`src/rtl/cfa_pkg.sv`:
```
// Shared definitions for the cached FFT address sequencer.
// Assumes nothing beyond a two-state run/idle controller.
package cfa_pkg;
    typedef enum logic {
        ST_IDLE = 1'b0,
        ST_RUN  = 1'b1
    } cfa_state_e;
endpackage

```
`src/rtl/cfa_loop_ctr.sv`:
```
// Loop-nest counter: epoch > group > pass > butterfly.
// Assumes LOG_N > CAW and LOG_N <= 2*CAW, so there are exactly two epochs.
// Epoch 0 owns passes 0..CAW-1 and epoch 1 owns passes CAW..LOG_N-1.
module cfa_loop_ctr
    import cfa_pkg::*;
#(
    parameter int LOG_N = 7,
    parameter int CAW   = 5
) (
    input  logic                     clk,
    input  logic                     rst_n,
    input  logic                     start,
    input  logic                     adv,
    output logic                     run,
    output logic                     epoch,
    output logic [LOG_N-CAW-1:0]     group,
    output logic [$clog2(LOG_N)-1:0] pass,
    output logic [CAW-2:0]           bfly,
    output logic                     done
);
    localparam int GW = LOG_N - CAW;
    localparam int PW = $clog2(LOG_N);
    localparam int BW = CAW - 1;

    cfa_state_e st;
    logic       bf_last, ps_last, gp_last;
    logic [PW-1:0] ps_first;

    // Detect the end of each loop level and the first pass of the current epoch.
    always_comb begin
        bf_last  = &bfly;
        gp_last  = &group;
        ps_last  = epoch ? (pass == PW'(LOG_N - 1)) : (pass == PW'(CAW - 1));
        ps_first = epoch ? PW'(CAW) : '0;
    end

    assign run = (st == ST_RUN);

    // Advance the loop nest one butterfly per accepted adv; pulse done at the end.
    always_ff @(posedge clk) begin
        if (!rst_n) begin
            st    <= ST_IDLE;
            epoch <= 1'b0;
            group <= '0;
            pass  <= '0;
            bfly  <= '0;
            done  <= 1'b0;
        end else begin
            done <= 1'b0;
            case (st)
                ST_IDLE: begin
                    if (start) begin
                        st    <= ST_RUN;
                        epoch <= 1'b0;
                        group <= '0;
                        pass  <= '0;
                        bfly  <= '0;
                    end
                end
                default: begin
                    if (adv) begin
                        if (!bf_last) begin
                            bfly <= bfly + BW'(1);
                        end else begin
                            bfly <= '0;
                            if (!ps_last) begin
                                pass <= pass + PW'(1);
                            end else if (!gp_last) begin
                                group <= group + GW'(1);
                                pass  <= ps_first;
                            end else if (!epoch) begin
                                epoch <= 1'b1;
                                group <= '0;
                                pass  <= PW'(CAW);
                            end else begin
                                st    <= ST_IDLE;
                                done  <= 1'b1;
                                epoch <= 1'b0;
                                group <= '0;
                                pass  <= '0;
                            end
                        end
                    end
                end
            endcase
        end
    end
endmodule

```
`src/rtl/cfa_addr_gen.sv`:
```
// Operand address former: inserts a 0/1 bit into the butterfly index at a
// pass-dependent position. Assumes the position never exceeds CAW-1.
module cfa_addr_gen #(
    parameter int LOG_N = 7,
    parameter int CAW   = 5
) (
    input  logic                     epoch,
    input  logic [$clog2(LOG_N)-1:0] pass,
    input  logic [CAW-2:0]           bfly,
    output logic [CAW-1:0]           addr_lo,
    output logic [CAW-1:0]           addr_hi
);
    localparam int PW = $clog2(LOG_N);

    logic [PW-1:0] pos;

    // Epoch 1 reuses the top insertion positions of epoch 0.
    always_comb pos = epoch ? (pass - PW'(LOG_N - CAW)) : pass;

    // One multiplexer per address bit: keep, insert, or shift up.
    for (genvar i = 0; i < CAW; i++) begin : g_bit
        if (i == 0) begin : g_lsb
            assign addr_lo[i] = (pos == PW'(0)) ? 1'b0 : bfly[0];
            assign addr_hi[i] = (pos == PW'(0)) ? 1'b1 : bfly[0];
        end else if (i == CAW - 1) begin : g_msb
            assign addr_lo[i] = (pos == PW'(i)) ? 1'b0 : bfly[i-1];
            assign addr_hi[i] = (pos == PW'(i)) ? 1'b1 : bfly[i-1];
        end else begin : g_mid
            assign addr_lo[i] = (pos == PW'(i)) ? 1'b0 :
                                (pos >  PW'(i)) ? bfly[i] : bfly[i-1];
            assign addr_hi[i] = (pos == PW'(i)) ? 1'b1 :
                                (pos >  PW'(i)) ? bfly[i] : bfly[i-1];
        end
    end
endmodule

```
`src/rtl/cfa_flag_dec.sv`:
```
// Pass-role decoder: cache fill on each epoch's first pass, write-back on its
// last, unit twiddle on the first pass of epoch 0. Flags are low when idle.
module cfa_flag_dec #(
    parameter int LOG_N = 7,
    parameter int CAW   = 5
) (
    input  logic                     run,
    input  logic                     epoch,
    input  logic [$clog2(LOG_N)-1:0] pass,
    output logic                     load,
    output logic                     dump,
    output logic                     triv
);
    localparam int PW = $clog2(LOG_N);

    // Compare the pass number against the epoch's boundary passes.
    always_comb begin
        load = run && (pass == (epoch ? PW'(CAW) : PW'(0)));
        dump = run && (pass == (epoch ? PW'(LOG_N - 1) : PW'(CAW - 1)));
        triv = run && !epoch && (pass == PW'(0));
    end
endmodule

```
`src/rtl/cfa_seq.sv`:
```
// Top of the cached FFT cache address sequencer. Presents one butterfly's
// operand pair and pass role per cycle; steps on adv. Assumes LOG_N > CAW.
module cfa_seq #(
    parameter int LOG_N = 7,
    parameter int CAW   = 5
) (
    input  logic                     clk,
    input  logic                     rst_n,
    input  logic                     start,
    input  logic                     adv,
    output logic                     busy,
    output logic [CAW-1:0]           addr_a,
    output logic [CAW-1:0]           addr_b,
    output logic                     epoch_o,
    output logic [LOG_N-CAW-1:0]     group_o,
    output logic [$clog2(LOG_N)-1:0] pass_o,
    output logic [CAW-2:0]           bfly_o,
    output logic                     load_o,
    output logic                     dump_o,
    output logic                     triv_o,
    output logic                     done_o
);
    // Loop nest state.
    cfa_loop_ctr #(.LOG_N(LOG_N), .CAW(CAW)) u_ctr (
        .clk(clk), .rst_n(rst_n), .start(start), .adv(adv),
        .run(busy), .epoch(epoch_o), .group(group_o), .pass(pass_o),
        .bfly(bfly_o), .done(done_o)
    );

    // Operand address pair.
    cfa_addr_gen #(.LOG_N(LOG_N), .CAW(CAW)) u_addr (
        .epoch(epoch_o), .pass(pass_o), .bfly(bfly_o),
        .addr_lo(addr_a), .addr_hi(addr_b)
    );

    // Pass-role flags.
    cfa_flag_dec #(.LOG_N(LOG_N), .CAW(CAW)) u_flag (
        .run(busy), .epoch(epoch_o), .pass(pass_o),
        .load(load_o), .dump(dump_o), .triv(triv_o)
    );
endmodule

```
`config.mk`:
```
export PLATFORM = sky130hd
export DESIGN_NAME = cfa_seq
export DESIGN_NICKNAME = d
export VERILOG_FILES = /design/src/rtl/cfa_pkg.sv /design/src/rtl/cfa_loop_ctr.sv /design/src/rtl/cfa_addr_gen.sv /design/src/rtl/cfa_flag_dec.sv /design/src/rtl/cfa_seq.sv
export SDC_FILE = /design/constraint.sdc
export NUM_CORES = 1
export LEC_CHECK = 0
export BUFFER_PORTS_ARGS = -buffer_cell sky130_fd_sc_hd__buf_2
export CAP_MARGIN = 10
export CORE_UTILIZATION = 45
export DETAILED_ROUTE_END_ITERATION = 8
export PLACE_DENSITY = 0.72
export SYNTH_ARGS = -nofsm -noshare
export SYNTH_HDL_FRONTEND = slang
export SYNTH_SLANG_ARGS = --single-unit
```
`constraint.sdc`:
```
create_clock -name clk -period 1.5 [get_ports clk]
set_input_delay 0.3 -clock clk [delete_from_list [all_inputs] [get_ports clk]]
set_output_delay 0.3 -clock clk [all_outputs]
set_load 0.005 [all_outputs]
```
==> Word level (Yosys, flattened, before mapping) <==
Cells that the tools add are included.
{ "classes": {"n_addsub": 4, "order_cmp": 3, "n_eq_ne": 12, "mux": 48, "reduce_logical": 15} }
{ "ops": {"columns": ["operator", "count"], "rows": [
  ["1-bit 2-to-1 mux", 28],
  ["3-bit 2-to-1 mux", 9],
  ["4-bit 2-to-1 mux", 4],
  ["2-bit 2-to-1 mux", 7],
  ["10-bit AND reduction", 1],
  ["3-bit == test (second input constant)", 3],
  ["2-bit != test (second input constant)", 4],
  ["4-bit AND reduction", 2],
  ["3-bit by 2-bit == test with 1-bit output (second input constant)", 2],
  ["3-bit == test", 2],
  ["3-bit by 2-bit greater-than comparator with 1-bit output (second input constant)", 2],
  ["3-bit logical NOT", 2],
  ["5-bit AND reduction", 1],
  ["4-bit by 1-bit adder with 4-bit output (second input constant)", 1],
  ["1-bit logical AND", 4],
  ["2-bit AND reduction", 2],
  ["3-bit by 1-bit adder with 3-bit output (second input constant)", 1],
  ["3-bit by 1-bit == test with 1-bit output (second input constant)", 1],
  ["3-bit by 1-bit greater-than comparator with 1-bit output (second input constant)", 1],
  ["3-bit AND reduction", 1],
  ["3-bit by 2-bit subtractor with 3-bit output (second input constant)", 1],
  ["2-bit by 1-bit adder with 2-bit output (second input constant)", 1],
  ["2-bit nonzero test", 1],
  ["1-bit logical NOT", 1]
]} }
{ "totals": {"regBits": 12, "inputBits": 4, "wordCells": 88} }

==> Longest topological paths before layout <==
Gate-level depths: netlist of the first run.
{ "depth": {"word_depth": 6, "ltp_mapped": 5, "mapped_depth_nobuf": 5} }

==> Cells and area by module <==
A second synthesis of the first run with hierarchy kept.
{ "unflattened": {"cells_unflattened": 126, "hier_area_um2": 982.2} }
{ "by_module_without_submodules": {"columns": ["module", "instances", "cells_per_inst", "area_per_inst_um2", "seq_area_each_um2"], "rows": [
  ["cfa_loop_ctr", 1, 74, 644.4, 240.2],
  ["cfa_addr_gen", 1, 44, 290.3, 0.0],
  ["cfa_flag_dec", 1, 8, 47.5, 0.0]
]} }

==> Worst setup path after synthesis of the first run <==
Ideal clock, no wire load.
{ "synth_timing": {"kind": "reg2out", "start": "register u_ctr.pass[1]", "end": "output addr_b[2]", "arrival_time_ns": 1.144, "t_required_ns": 1.200, "setup_slack_ns": 0.056, "path_stages_with_launch": 5, "n_path_buf": 1, "path_cell_list": "dfxtp_1 -> buf_4 -> or4_1 -> nand3_1 -> o21ai_1"} }
{ "synth_via": {"elab_chain_len": 5, "elab_cells_between_ends": 6, "cone_classes": "1 x add/sub; 1 x order compare; 1 x eq/ne; 3 x mux"} }
{ "synth_lines": {"columns": ["item", "line_no", "source"], "rows": [
  ["from (decl)", "cfa_loop_ctr.sv:17", "output logic [$clog2(LOG_N)-1:0] pass,"],
  ["from (signal assigned)", "cfa_loop_ctr.sv:67", "pass <= pass + PW'(1);"],
  ["from (signal assigned)", "cfa_loop_ctr.sv:70", "pass <= ps_first;"],
  ["from (signal assigned)", "cfa_loop_ctr.sv:74", "pass <= PW'(CAW);"],
  ["3-bit by 2-bit subtractor with 3-bit output", "cfa_addr_gen.sv:18", "always_comb pos = epoch ? (pass - PW'(LOG_N - CAW)) : pass;"],
  ["3-bit 2-to-1 mux *", "cfa_addr_gen.sv:18", null],
  ["3-bit by 2-bit greater-than comparator with 1-bit output", "cfa_addr_gen.sv:32", "(pos > PW'(i)) ? bfly[i] : bfly[i-1];"],
  ["1-bit 2-to-1 mux", "cfa_addr_gen.sv:32", null],
  ["1-bit 2-to-1 mux *", "cfa_addr_gen.sv:31", "assign addr_hi[i] = (pos == PW'(i)) ? 1'b1 :"],
  ["to (decl)", "cfa_seq.sv:13", "output logic [CAW-1:0] addr_b,"]
]} }
Mark *: on every way between the ends. The rest lies on a longest branch, timed or not.

==> Worst setup path in the final report of the first run <==
{ "layout_timing": {"start": "register u_ctr.epoch", "end": "output addr_b[2]"} }
{ "layout_via": {"elab_chain_len": 4, "elab_cells_between_ends": 5, "cone_classes": "1 x order compare; 1 x eq/ne; 3 x mux"} }
{ "layout_lines": {"columns": ["item", "line_no", "source"], "rows": [
  ["from (decl)", "cfa_loop_ctr.sv:15", "output logic epoch,"],
  ["from (signal assigned)", "cfa_loop_ctr.sv:43", "epoch <= 1'b0;"],
  ["from (signal assigned)", "cfa_loop_ctr.sv:54", "epoch <= 1'b0;"],
  ["from (signal assigned)", "cfa_loop_ctr.sv:72", "epoch <= 1'b1;"],
  ["3-bit 2-to-1 mux *", "cfa_addr_gen.sv:18", null],
  ["3-bit by 2-bit greater-than comparator with 1-bit output", "cfa_addr_gen.sv:32", null],
  ["1-bit 2-to-1 mux", "cfa_addr_gen.sv:32", null],
  ["1-bit 2-to-1 mux *", "cfa_addr_gen.sv:31", null]
]} }
Marks and branches as above.

==> results, run 1 <==
- The final number of hold-violating endpoints is 0.
- The number of port buffers is 28.
- Routability-driven placement finished with a final weighted congestion of 0.782.
- Measured on the finished design, the core utilization comes to 0.735.
- Based on the critical path, the design can be clocked at up to 572 MHz.
- The placed wire-length estimate after detailed placement is 1740 um.
- After detailed routing, the number of remaining DRC violations is 0.
- The iteration-0 DRC count of the detailed router is 14.
- The routed via count is 1,019.
- The maximum fanout along the worst path is 6.
- The relative area change from synthesis to final layout is 46.1%.
- After filler insertion, the fill cell instance count of the layout stands at 147.
- The pre-antenna-repair detailed-routing pass consisted of 4 iterations.
- The via count of the first global-routing pass came to 926.
- Data on the critical path is required at its endpoint by 1.20 ns.
- The wire length of the first global-routing pass is 3860 um.
- The number of nets in the synthesized netlist is 122.
- The largest clock skew in the final design is 0.00125 ns.
- In the final routed layout, each cell accounts on average for 13.5 um.
- The fraction of final layout cells with drive strength greater than 1 is 0.506.
- Using the TritonRoute via totals, the vias-per-cell ratio works out to 5.51.
- The capturing element type of the critical path is an output port.
- The relative slew slack is 0.808.
- The primary flip-flop cell chosen by synthesis mapping is sky130_fd_sc_hd__dfxtp_1.
- The analysis attributes to cell leakage a power of 0.638 nW.
- Of the available clock period, the critical path in the final layout requires 1.17.
- In this run the count of I/O pins placed on the die edge is 29.
- The clock latency at the later pin of the worst-skew pair is 0.29 ns.
- The die is 46.9 um tall.
- The area of the mapped netlist is 907 um^2.
- The flow ran to the end, but the final reports show violations.
- The area of the die is 2200 um^2.
- The tree is rooted in a sky130_fd_sc_hd__clkbuf_4.
- Across every metal layer, demand over resource in global routing totals 0.245.
- The site row count is 15.
- Synthesis produced 113 cells.
- The number of cells traversed by the worst hold path is 3.
- The maximum number of buffers from clock root to sink is 2.
- The number of cells on the worst reg-to-reg path is 8.
- The worst hold margin is 0.328 ns.
- The slew of the pin with the lowest slew margin is 0.288 ns.
- The netlist uses 41 different library cells.
- In the synthesized netlist, the cells that appear most often are sky130_fd_sc_hd__dfxtp_1 (12), sky130_fd_sc_hd__nor2_1 (9), sky130_fd_sc_hd__a21oi_1 (7).
- The final reports fail on setup timing.
- 0 antenna diodes ended up in the layout.
- The clock tree from TritonCTS is built.
- The total routed wirelength is 2500 um.
- The number of hold buffers added after cts is 0.
- The Yosys step of the flow raised 0 warnings.
- The synthesized design contains 12 register bits.
- In the post-synthesis netlist, the biggest area contributors are sky130_fd_sc_hd__dfxtp_1 (26%), sky130_fd_sc_hd__ha_1 (6.9%), sky130_fd_sc_hd__mux2i_1 (6.6%).
- The count of max-cap constraint violations is 0.
- The share of the Yosys chip area taken by registers is 0.265.
- The initial utilization of the core area, before any placement, comes to 0.503.
- The top cell type by total area after synthesis is sky130_fd_sc_hd__dfxtp_1.
- Setup repair after global routing could not meet its margin everywhere.
- The pin count of the biggest net entering global routing is 13.
- The count of clock tree sinks is 12.
- The setup TNS is -1.88 ns.
- At the worst endpoint, the arrival time is 1.45 ns.
- From left edge to right edge, the die measures 46.9 um.
- The number of clock buffers added by TritonCTS is 3.
- The remaining global-route overflow is 0.
- STA classifies the critical path startpoint as a register.
- The area share of the largest cell type after synthesis is 0.265.
- The total count of max-transition violations in the final report was 0.
- Setup slack on the critical path of the routed design comes to -0.248 ns.
- The critical setup path kind is reg -> out.
- In this run the mean area of a mapped cell was 8.03 um^2.
- The core area is 1800 um^2.
- The power per cell area is 496 nW/um^2.
- The sum of internal, switching and leakage power is 657 uW.
- The smallest clock period supported by the final layout is computed as 1.75 ns.
- The number of endpoints failing setup at the final stage is 14.
- The clock transition time at the flip-flop clock pins of the worst setup and hold paths is 0.08 ns.
- The endpoint identified for the worst register-to-register timing path is u_ctr.pass[2]$_SDFFE_PN0P_.
- The launch instance of the worst register-to-register path is u_ctr.pass[1]$_SDFFE_PN0P_.
- The number of antenna violations at the first check in global routing is 0.
- After synthesis, the share of flip-flops with an asynchronous set or reset is 0.
- Following the worst setup path forward leads to its endpoint at addr_b[2].
- The worst-case IR drop observed on VDD is 0.440 mV.
- The final layout contains 170 nets.
- The most repeated cell in the gate-level netlist after synthesis is sky130_fd_sc_hd__dfxtp_1.
- The type of the most critical hold path is in -> reg.
- In this run the remaining antenna-violating nets after routing total 0.
- The worst setup path startpoint is u_ctr.epoch$_SDFFE_PN0P_.
- The setup slack of the worst register-to-register path is 0 ns.
- The number of enable flip-flop cells after synthesis is 0.
- The H-tree depth is 1.
-- cells by family (layout without fill, tap and decap cells) --
group / count (synthesis) / count (layout) / synth area share
AO/OA/AOI/OAI: 26 / 26 / 0.186
XOR/XNOR: 3 / 3 / 0.0372
adder cells (fa/ha/maj): 5 / 5 / 0.0690
buffers and inverters: 13 / 60 / 0.0676
flip-flops: 12 / 12 / 0.265
multiplexers: 6 / 6 / 0.0662
AND/OR/NAND/NOR: 48 / 48 / 0.309
-- per-stage QoR --
stage	setup WS [ns]	cell area, um^2	instances
2_1_floorplan	0.0560	907	113
3_3_place_gp	-0.000452	1170	176
3_5_place_dp	-0.0559	1170	176
4_1_cts	-0.231	1280	184
5_1_grt	-0.290	1330	185
6_report	-0.248	1330	185
-- layout make-up --
type | instances | area (um^2) | share of cell area
Tap cell | 25 | 31.3 | 0.0236
Timing Repair Buffer | 50 | 313 | 0.236
Sequential cell | 12 | 255 | 0.193
Clock buffer | 4 | 36.3 | 0.0274
Multi-Input combinational cell | 88 | 667 | 0.503
Inverter | 6 | 22.5 | 0.0170
-- worst max-delay path, stage by stage, from the launching register on --
cell and delay, ns:
sky130_fd_sc_hd__dfxtp_2 0.37, sky130_fd_sc_hd__or4_4 0.54, sky130_fd_sc_hd__nand3_2 0.08, sky130_fd_sc_hd__o21ai_1 0.06
sky130_fd_sc_hd__buf_2 0.12
-- timing repair --
| item | 4_1_cts | 5_1_grt |
|---|---|---|
| endpoints found under the setup margin | 16 | 14 |
| gates cloned | 0 | 0 |
| buffers inserted | 5 | 1 |
| pin swaps | 2 | 2 |
| gates resized for setup | 17 | 10 |
-- cells in the final DEF (no fill, tap or decap), drive strengths merged, types with 4 or more instances in the layout --
cell,count
buf,50
mux2i,6
nor2,10
a21oi,7
ha,5
nand4,5
nor3,4
o21ai,9
dfxtp,12
clkbuf,4
nand2,7
nand3,6
inv,6
-- layer usage --
| layer | vias to the layer above | wire length, um | global-route usage |
|---|---|---|---|
| met1 | 480 | 1120 | 0.287 |
| met4 | 0 | 21 | 0.0743 |
| li1 | 507 | - | - |
| met2 | 29 | 1270 | 0.461 |
| met3 | 3 | 91 | 0.0269 |
| met5 | - | 0 | 0 |
-- flip-flops by register name, indices dropped and copies added (netlist names) --
signal / cells
u_ctr.epoch: 1
u_ctr.run: 1
u_ctr.group: 2
u_ctr.bfly: 4
u_ctr.pass: 3
u_ctr.done: 1
-- where the power goes --
part | total, mW | leakage [nW] | internal (mW) | switching, mW
registers | 0.321 | 0.101 | 0.316 | 0.00483
clock network | 0.273 | 0.0210 | 0.148 | 0.125
logic | 0.0632 | 0.516 | 0.0278 | 0.0354
-- how the worst min path moves through the flow --
stage                                     start                     to  slack (ns)
floorplan           u_ctr.group[1]$_SDFFE_PN0P_  u_ctr.done$_SDFF_PN0_        0.48
global placement    u_ctr.group[1]$_SDFFE_PN0P_  u_ctr.done$_SDFF_PN0_        0.48
detailed placement  u_ctr.group[1]$_SDFFE_PN0P_  u_ctr.done$_SDFF_PN0_        0.51
CTS                                       rst_n   u_ctr.run$_SDFF_PN0_        0.33
global route                              rst_n   u_ctr.run$_SDFF_PN0_        0.35
finish                                    rst_n   u_ctr.run$_SDFF_PN0_        0.33
(Power assumes the default switching activity.)
==> inputs of run 2 (changes only) <==
- CORE_UTILIZATION: 45 -> 49
- PLACE_DENSITY: 0.72 -> 0.77
==> run 2 against run 1 <==
Against the previous run: cell area up 11%; largest power group unchanged; non-clock buffer count up 2; sequential share of layout area down 1.8 points; fmax up 0.48%; die area down 7.8%; core utilization up 12 points; the run still ends with setup timing left; sequential power about the same; hold slack better by 0.015 ns; wire length up 26%; clock power down 3%; combinational power up 23%.
==> results, run 2 (synthesis gave the netlist of run 1 again) <==
- The critical path goes through or4_4, nand3_2, o21ai_1, buf_2.
- The worst setup path is launched from a register.
- The clock tree from TritonCTS is built.
- The largest registers in the layout are u_ctr.bfly x4, u_ctr.pass x3, u_ctr.group x2.
- The average wire per cell in the routed design was 16.8 um (+24%).
- The count of max-cap constraint violations was 0 (unchanged).
- The end of the worst register-to-register path is u_ctr.epoch$_SDFFE_PN0P_.
- The die height was 45.0 um (-4.0%).
- Among cell families on the critical path, the largest total delay comes from simple AND/OR/NAND/NOR gates.
- Tracing the worst setup path back leads to its startpoint at u_ctr.bfly[1]$_SDFFE_PN0P_.
- The via count of the first global-routing pass was 951 (+2.7%).
- The run finished, with violations left.
- The flip-flop count of the largest register, all copies and words added was 4 (unchanged).
- The sum of internal, switching and leakage power is 661 uW (+0.67%).
- The fraction of final layout cells with drive strength greater than 1 is 0.568 (+0.0617).
- The maximum number of buffers from clock root to sink came to 2 (unchanged).
- For this design, the slowest cell found on the critical path is sky130_fd_sc_hd__or4_4.
- The cell area reported after detailed placement is 1160 um^2 (-0.64%).
- The worst setup slack before clock tree synthesis was -0.0232 ns (+0.0326 ns).
- The core area is 1730 um^2 (-4.2%).
- The peak clock frequency supported by timing came to 575 MHz (+0.48%).
- The iteration-0 DRC count of the detailed router was 17 (+3).
- The relative area change from synthesis to final layout is 62.3%.
- The number of hold buffers added after cts is 0 (unchanged).
- The data arrival time of the critical path came to 1.44 ns (about the same).
- The final number of hold-violating endpoints was 0 (unchanged).
- The remaining global-route overflow is 0 (unchanged).
- The area of the die was 2030 um^2 (-7.8%).
- The wire length of the first global-routing pass is 4220 um (+9.3%).
- The endpoint required time on the critical path is 1.20 ns (about the same).
- The slew of the pin with the lowest slew margin came to 0.344 ns (+0.0554 ns).
- The relative slew slack was 0.771 (-0.0373).
- The number of cells on the worst reg-to-reg path is 7 (-1).
- The total count of max-transition violations in the final report is 0 (unchanged).
- The maximum fanout along the worst path was 3 (-3).
- The final worst-path cycle share came to 1.16 (-0.00561).
- The number of antenna violations at the first check in global routing came to 0 (unchanged).
- The count of clock tree sinks is 12 (unchanged).
- The I/O pin count was 29 (unchanged).
- The pin count of the biggest net entering global routing is 15 (+2).
- The setup slack of the worst register-to-register path is 0.01 ns (about the same).
- The minimum setup slack in the final design is -0.240 ns (+0.00842 ns).
- The number of nets at the end of the flow is 172 (+1.2%).
- The number of iterations in the first detailed-routing pass came to 4 (unchanged).
- The largest clock skew in the final design is 0.00524 ns (+0.00400 ns).
- The total routed wirelength is 3140 um (+26%).
- The cell depth of the worst setup path is 4 (unchanged).
- The total global-route track usage is 0.295 (+0.0502).
- The worst hold margin came to 0.342 ns (+0.0146 ns).
- The initial core utilization is 0.525 (+0.0219).
- The final non-filler cell area is 1470 um^2 (+11%).
- The startpoint identified for the worst register-to-register timing path is u_ctr.epoch$_SDFFE_PN0P_.
- The critical setup path kind is reg -> out.
- The power per cell area is 449 nW/um^2 (-9.4%).
- The number of buffers inserted during clock tree synthesis is 3 (unchanged).
- The antenna violation net count after detailed routing is 0 (unchanged).
- Leaving out fill and tap cells, the most frequent cell in the layout is sky130_fd_sc_hd__buf_2.
- The highest ir drop seen on vdd is 0.497 mV (+13%).
- The buffers plus inverters on the worst setup path is 1 (unchanged).
- The die extent in x is 45.0 um (-4.0%).
- The tree is rooted in a sky130_fd_sc_hd__clkbuf_4.
- The number of endpoints failing setup at the final stage is 13 (-1).
- The number of fill cells in the layout is 97 (-34%).
- The capturing element type of the critical path is an output port.
- The most critical setup path has its endpoint at addr_b[2].
- The mean number of vias per cell is 5.89 (+7.0%).
- The highest cell delay on the worst timing path is 0.53 ns (about the same).
- The minimum clock period after layout is 1.74 ns (-0.00842 ns).
- The site row count is 15 (unchanged).
- Setup repair after global routing could not meet its margin everywhere.
- The weighted congestion at the end of routability-driven global placement is 0.854 (+9.2%).
- The routed via count is 1,102 (+8.1%).
- The number of port buffers was 28 (unchanged).
- The clock transition time at the flip-flop clock pins of the worst setup and hold paths is 0.08 ns (about the same).
- The leakage power summed over all cells is 0.686 nW (+7.6%).
- The type of the most critical hold path is in -> reg.
- In the layout the commonest cells are sky130_fd_sc_hd__buf_2 (25), sky130_fd_sc_hd__buf_4 (16), sky130_fd_sc_hd__buf_6 (11).
- The final reports fail on setup timing.
- Counting flops per register, the top entry is u_ctr.bfly.
- The final routed DRC violation total is 0 (unchanged).
- The count of antenna diodes in the layout was 0 (unchanged).
- The clock latency at the later pin of the worst-skew pair came to 0.28 ns (about the same).
- The placed wire-length estimate after detailed placement was 1770 um (+1.4%).
- The H-tree depth is 1 (unchanged).
==> run 2: changes by cell type in the layout (fill, tap and decap cells not counted), moves of 2 or more <==
| cell | change |
|---|---|
| sky130_fd_sc_hd__buf_6 | +9 |
| sky130_fd_sc_hd__buf_4 | -4 |
| sky130_fd_sc_hd__buf_2 | -3 |
| sky130_fd_sc_hd__nand2_1 | -2 |
| sky130_fd_sc_hd__o21ai_1 | -2 |
| sky130_fd_sc_hd__o21ai_2 | +2 |
==> run 2: report_power, final <==
group	internal (mW)	leakage [nW]	switching (mW)
clock	0.148	0.0210	0.118
sequential	0.315	0.101	0.00327
combinational	0.0348	0.564	0.0429
==> run 2: worst register-to-register path, cell delays in order, from the launching register on <==
cell	delay (ns)
sky130_fd_sc_hd__dfxtp_4	0.37
sky130_fd_sc_hd__buf_6	0.14
sky130_fd_sc_hd__xnor2_4	0.17
sky130_fd_sc_hd__buf_6	0.14
sky130_fd_sc_hd__nand2_4	0.05
sky130_fd_sc_hd__buf_6	0.14
sky130_fd_sc_hd__nor3_4	0.18
sky130_fd_sc_hd__mux2i_1	0.21
==> run 2: how the worst min path moves through the flow <==
| stage | to | startpoint | cells after the start | slack [ns] |
|---|---|---|---|---|
| after floorplan | u_ctr.done$_SDFF_PN0_ | u_ctr.group[1]$_SDFFE_PN0P_ | 2 | 0.48 |
| after global placement | u_ctr.done$_SDFF_PN0_ | u_ctr.group[1]$_SDFFE_PN0P_ | 2 | 0.48 |
| after detailed placement | u_ctr.done$_SDFF_PN0_ | u_ctr.group[1]$_SDFFE_PN0P_ | 2 | 0.48 |
| after CTS | u_ctr.run$_SDFF_PN0_ | rst_n | 3 | 0.34 |
| after global routing | u_ctr.group[1]$_SDFFE_PN0P_ | rst_n | 3 | 0.36 |
| final | u_ctr.run$_SDFF_PN0_ | rst_n | 3 | 0.34 |
==> run 2: stage by stage <==
step                std cells   util  TNS (ns)
global placement          175  0.672         0
finish                    187  0.853     -2.05
global route              187  0.853     -2.65
CTS                       187  0.788     -1.95
floorplan                 113      -         0
detailed placement        175  0.672   -0.0392
==> run 2: routing by layer <==
layer  GRT usage  vias up  part of all wire
met3      0.0120       22             0.041
met2       0.525       52              0.52
met1       0.348      516              0.38
met5           0        -                 0
met4       0.176        0             0.064
li1            -      512                 -
==> run 2: cell type report <==
cell class,count,area [um^2],area share
inverters,6,25.0,0.0170
flip-flops and latches,12,258,0.175
repair buffers,52,369,0.251
clock buffers,4,36.3,0.0246
well taps,25,31.3,0.0212
multi-input cells,88,753,0.511
==> run 2: what timing repair did <==
action / CTS / global route
gates resized for setup: 29 / 24
endpoints found under the setup margin: 15 / 19
endpoints found under the hold margin: 0 / 0
pin swaps: 6 / 9
setup buffers: 8 / 2
==> inputs of run 3 (changes only) <==
- ABC_AREA: default -> 1
- CORE_UTILIZATION: 49 -> 48
==> run 3 against run 2 <==
Against the previous run: the run still ends with setup timing left; via count up 0.64%; highest routed layer unchanged; largest cell class unchanged; cell area decreased by 11%; wire length is 7.4% lower.
==> results, run 3 <==
- The run finished, with violations left.
- The checks that failed: setup timing.
- The setup TNS is -1.77 ns (+0.279 ns).
- The area share of the largest cell type after synthesis is 0.295 (+0.0301).
- The worst setup slack before clock tree synthesis is 0.0243 ns (+0.0476 ns).
- The final non-filler cell area is 1310 um^2 (-11%).
- The via count of the first global-routing pass is 973 (+2.3%).
- The mean number of vias per cell was 5.78 (-2.0%).
- The die height was 43.2 um (-4.1%).
- The register bit count reported by yosys is 12 (unchanged).
- The leakage power summed over all cells is 0.692 nW (+0.82%).
- The combinational cell fraction of total power is 0.315 (+0.198).
- The maximum fanout along the worst path is 5 (+2).
- The number of standard cells in the final layout excluding fillers came to 192 (+2.7%).
- The area occupied by registers was 253 um^2 (-1.9%).
- The mean instance size in the synthesized netlist is 6.52 um^2 (-19%).
- The I/O pin count is 29 (unchanged).
- The clock transition time at the flip-flop clock pins of the worst setup and hold paths was 0.08 ns (about the same).
- The top cell types in the final layout, fill and taps aside, are sky130_fd_sc_hd__buf_2 (28), sky130_fd_sc_hd__nand2_1 (25), sky130_fd_sc_hd__buf_4 (17).
- The endpoint required time on the critical path was 1.20 ns (about the same).
- The number of cells produced by synthesis is 125 (+11%).
- The placed wire-length estimate after detailed placement came to 1680 um (-5.1%).
- The commonest non-fill, non-tap cell in the layout is sky130_fd_sc_hd__buf_2.
- The final routed DRC violation total is 0 (unchanged).
- In the post-synthesis netlist, the biggest area contributors are sky130_fd_sc_hd__dfxtp_1 (29%), sky130_fd_sc_hd__nand2_1 (15%), sky130_fd_sc_hd__ha_1 (7.7%).
- The fraction of the yosys area taken by sequential cells came to 0.295 (+0.0301).
- The number of port buffers is 28 (unchanged).
- The number of antenna violations at the first check in global routing was 0 (unchanged).
- The relative slew slack is 0.758 (-0.0127).
- The site row count was 14 (-1).
- The final worst-path cycle share is 1.15 (-0.0132).
- The average wire per cell in the routed design is 15.2 um (-9.8%).
- The fraction of final layout cells with drive strength greater than 1 is 0.500 (-0.0679).
- The worst hold margin came to 0.290 ns (-0.0528 ns).
- The worst hold path belongs to the class in -> reg.
- The clock latency at the later pin of the worst-skew pair is 0.29 ns (about the same).
- The area of the die is 1870 um^2 (-8.0%).
- The area occupied by multi-input gates is 619 um^2 (-18%).
- The proportion of power drawn by the clock network was 0.299 (-0.103).
- The power per cell area is 681 nW/um^2 (+52%).
- The largest clock skew in the final design is 0.0113 ns (+0.00608 ns).
- The die extent in x is 43.2 um (-4.1%).
- For this run, the leading register cell type out of synthesis is sky130_fd_sc_hd__dfxtp_1.
- The commonest cells after synthesis are sky130_fd_sc_hd__nand2_1 (32), sky130_fd_sc_hd__nor2_1 (14), sky130_fd_sc_hd__inv_1 (13), sky130_fd_sc_hd__dfxtp_1 (12).
- The cell count after placement came to 179 (+2.3%).
- TritonCTS built the clock tree.
- The internal power contribution was 596 uW (+20%).
- The cell area reported after detailed placement is 1050 um^2 (-9.2%).
- The switching portion of total power is 0.329 (+0.0811).
- The number of enable flip-flop cells after synthesis is 0 (unchanged).
- The slew of the pin with the lowest slew margin was 0.359 ns (+0.0157 ns).
- The biggest area contributor in the post-synthesis netlist is sky130_fd_sc_hd__dfxtp_1.
- The number of fill cells in the layout is 87 (-10%).
- The highest ir drop seen on vdd is 0.581 mV (+17%).
- The async set-or-reset flop fraction in the synthesized netlist is 0 (unchanged).
- Counting flops per register, the top entry is u_ctr.bfly.
- The number of endpoints failing setup at the final stage is 12 (-1).
- The power dissipated by switching net loads was 293 uW (+78%).
- The critical setup path kind is reg -> out.
- The number of different library cells in the post-synthesis netlist is 24 (-41%).
- CTS placed an instance of sky130_fd_sc_hd__clkbuf_4 at the clock tree root.
- The count of antenna diodes in the layout is 0 (unchanged).
- The number of buffers inserted during clock tree synthesis is 3 (unchanged).
- The wire length of the first global-routing pass is 4000 um (-5.2%).
- The number of nets at the end of the flow is 186 (+8.1%).
- The routed via count came to 1,109 (+0.64%).
- Compared with the post-synthesis result, the final layout area differs by 60.4%.
- The iteration-0 DRC count of the detailed router is 41 (+24).
- The sequential cell fraction of total power came to 0.386 (-0.095).
- The minimum setup slack in the final design was -0.220 ns (+0.0198 ns).
- Setup repair after global routing could not meet its margin everywhere.
- The data arrival time of the critical path is 1.42 ns (-0.02 ns).
- The pin count of the biggest net entering global routing came to 11 (-4).
- The most repeated cell in the gate-level netlist after synthesis is sky130_fd_sc_hd__nand2_1.
- The antenna violation net count after detailed routing is 0 (unchanged).
- The core area is 1540 um^2 (-11%).
- The flip-flop count of the largest register, all copies and words added came to 4 (unchanged).
- The startpoint type of the worst setup path is a register.
- The initial core utilization is 0.528 (+0.00305).
- The minimum clock period after layout is 1.72 ns (-0.0198 ns).
- The maximum number of buffers from clock root to sink is 2 (unchanged).
- In the final layout, the registers with the most flip-flops are u_ctr.bfly x4, u_ctr.pass x3, u_ctr.group x2.
- The count of clock tree sinks is 12 (unchanged).
- The total count of max-transition violations in the final report came to 0 (unchanged).
- The total routed wirelength came to 2910 um (-7.4%).
- The worst setup path is captured at an output port.
- The peak clock frequency supported by timing came to 581 MHz (+1.2%).
- The number of warnings printed during yosys synthesis is 0 (unchanged).
- The H-tree depth was 1 (unchanged).
- The area of the mapped netlist is 815 um^2 (-10%).
- The total global-route track usage is 0.286 (-0.00882).
- The total nets after synthesis is 134 (+9.8%).
- The weighted congestion at the end of routability-driven global placement came to 0.836 (-2.1%).
- The remaining global-route overflow came to 0 (unchanged).
- The number of iterations in the first detailed-routing pass is 4 (unchanged).
- The count of max-cap constraint violations came to 0 (unchanged).
- The final number of hold-violating endpoints is 0 (unchanged).
==> run 3: cell types whose count changed after synthesis, moves of 3 or more <==
cell,previous run,this run
sky130_fd_sc_hd__mux2i_1,6,1
sky130_fd_sc_hd__buf_2,3,0
sky130_fd_sc_hd__inv_1,5,13
sky130_fd_sc_hd__a22oi_1,3,0
sky130_fd_sc_hd__nand2b_1,3,0
sky130_fd_sc_hd__nand2_1,6,32
sky130_fd_sc_hd__inv_2,1,4
sky130_fd_sc_hd__nor2_1,9,14
sky130_fd_sc_hd__nor2b_1,3,0
sky130_fd_sc_hd__nor3_1,3,0
sky130_fd_sc_hd__o21ai_0,5,8
sky130_fd_sc_hd__and3_1,3,0
sky130_fd_sc_hd__nand3_2,0,3
==> run 3: final cells by class <==
type	count	area share
clock buffer	4	0.0278
timing repair buffer	48	0.231
inverter	17	0.0584
tap	16	0.0153
multi-input combinational	95	0.474
sequential	12	0.193
==> run 3: layer usage <==
layer	vias up	track usage	routed length (um)
met4	0	0.206	140
met1	511	0.335	1140
met3	15	0.0468	220
met5	-	0	0
li1	518	-	-
met2	65	0.463	1410
==> run 3: path summary, 6_finish.rpt <==
kind | startpoint | end | slack [ns] | depth (start not counted)
setup / recovery | u_ctr.pass[1]$_SDFFE_PN0P_ | addr_a[2] | -0.22 | 9
hold reg to reg | u_ctr.group[1]$_SDFFE_PN0P_ | u_ctr.done$_SDFF_PN0_ | 0.51 | 2
hold / removal | start | u_ctr.run$_SDFF_PN0_ | 0.29 | 3
setup reg to reg | u_ctr.bfly[0]$_SDFFE_PN0P_ | u_ctr.group[0]$_SDFFE_PN0P_ | 0.07 | 8
==> run 3: kinds of logic after synthesis <==
kind of cell	Yosys count	share of synthesized area
adders and majority gates	5	0.0768
and+or+nand+nor	67	0.379
AOI/OAI and AO/OA	22	0.154
DFF	12	0.295
muxes	1	0.0123
buffers and inverters	18	0.0829
==> run 3: per-stage QoR <==
| stage | total power, mW | utilization |
|---|---|---|
| after detailed placement | 0.546 | 0.683 |
| after floorplan | 0.465 | - |
| final | 0.889 | 0.847 |
| after global routing | 0.928 | 0.847 |
| after global placement | 0.540 | 0.683 |
| after CTS | 0.846 | 0.773 |
==> run 3: worst max-delay path, cell delays in order (launching register included) <==
cell and delay (ns):
sky130_fd_sc_hd__dfxtp_4 0.39, sky130_fd_sc_hd__inv_6 0.06, sky130_fd_sc_hd__nand2_4 0.09, sky130_fd_sc_hd__nand2_8 0.08
sky130_fd_sc_hd__nor2_4 0.12, sky130_fd_sc_hd__inv_2 0.05, sky130_fd_sc_hd__nand2_1 0.06, sky130_fd_sc_hd__nand2_1 0.06
sky130_fd_sc_hd__a21boi_1 0.12, sky130_fd_sc_hd__buf_2 0.12
==> run 3: what timing repair did <==
action                     4_1_cts  5_1_grt
setup endpoints to repair       13       15
resized for setup               26       21
pin swaps                       10       12
buffers inserted                 3        7
hold buffers                     0        0
==> run 3: power groups by stage <==
stage                     logic (mW)  registers [mW]  clock network [mW]
after global routing           0.305           0.344               0.278
after CTS                      0.237           0.342               0.267
after detailed placement       0.199           0.348                   0
after floorplan                0.113           0.353                   0
final                          0.280           0.343               0.266
after global placement         0.193           0.347                   0
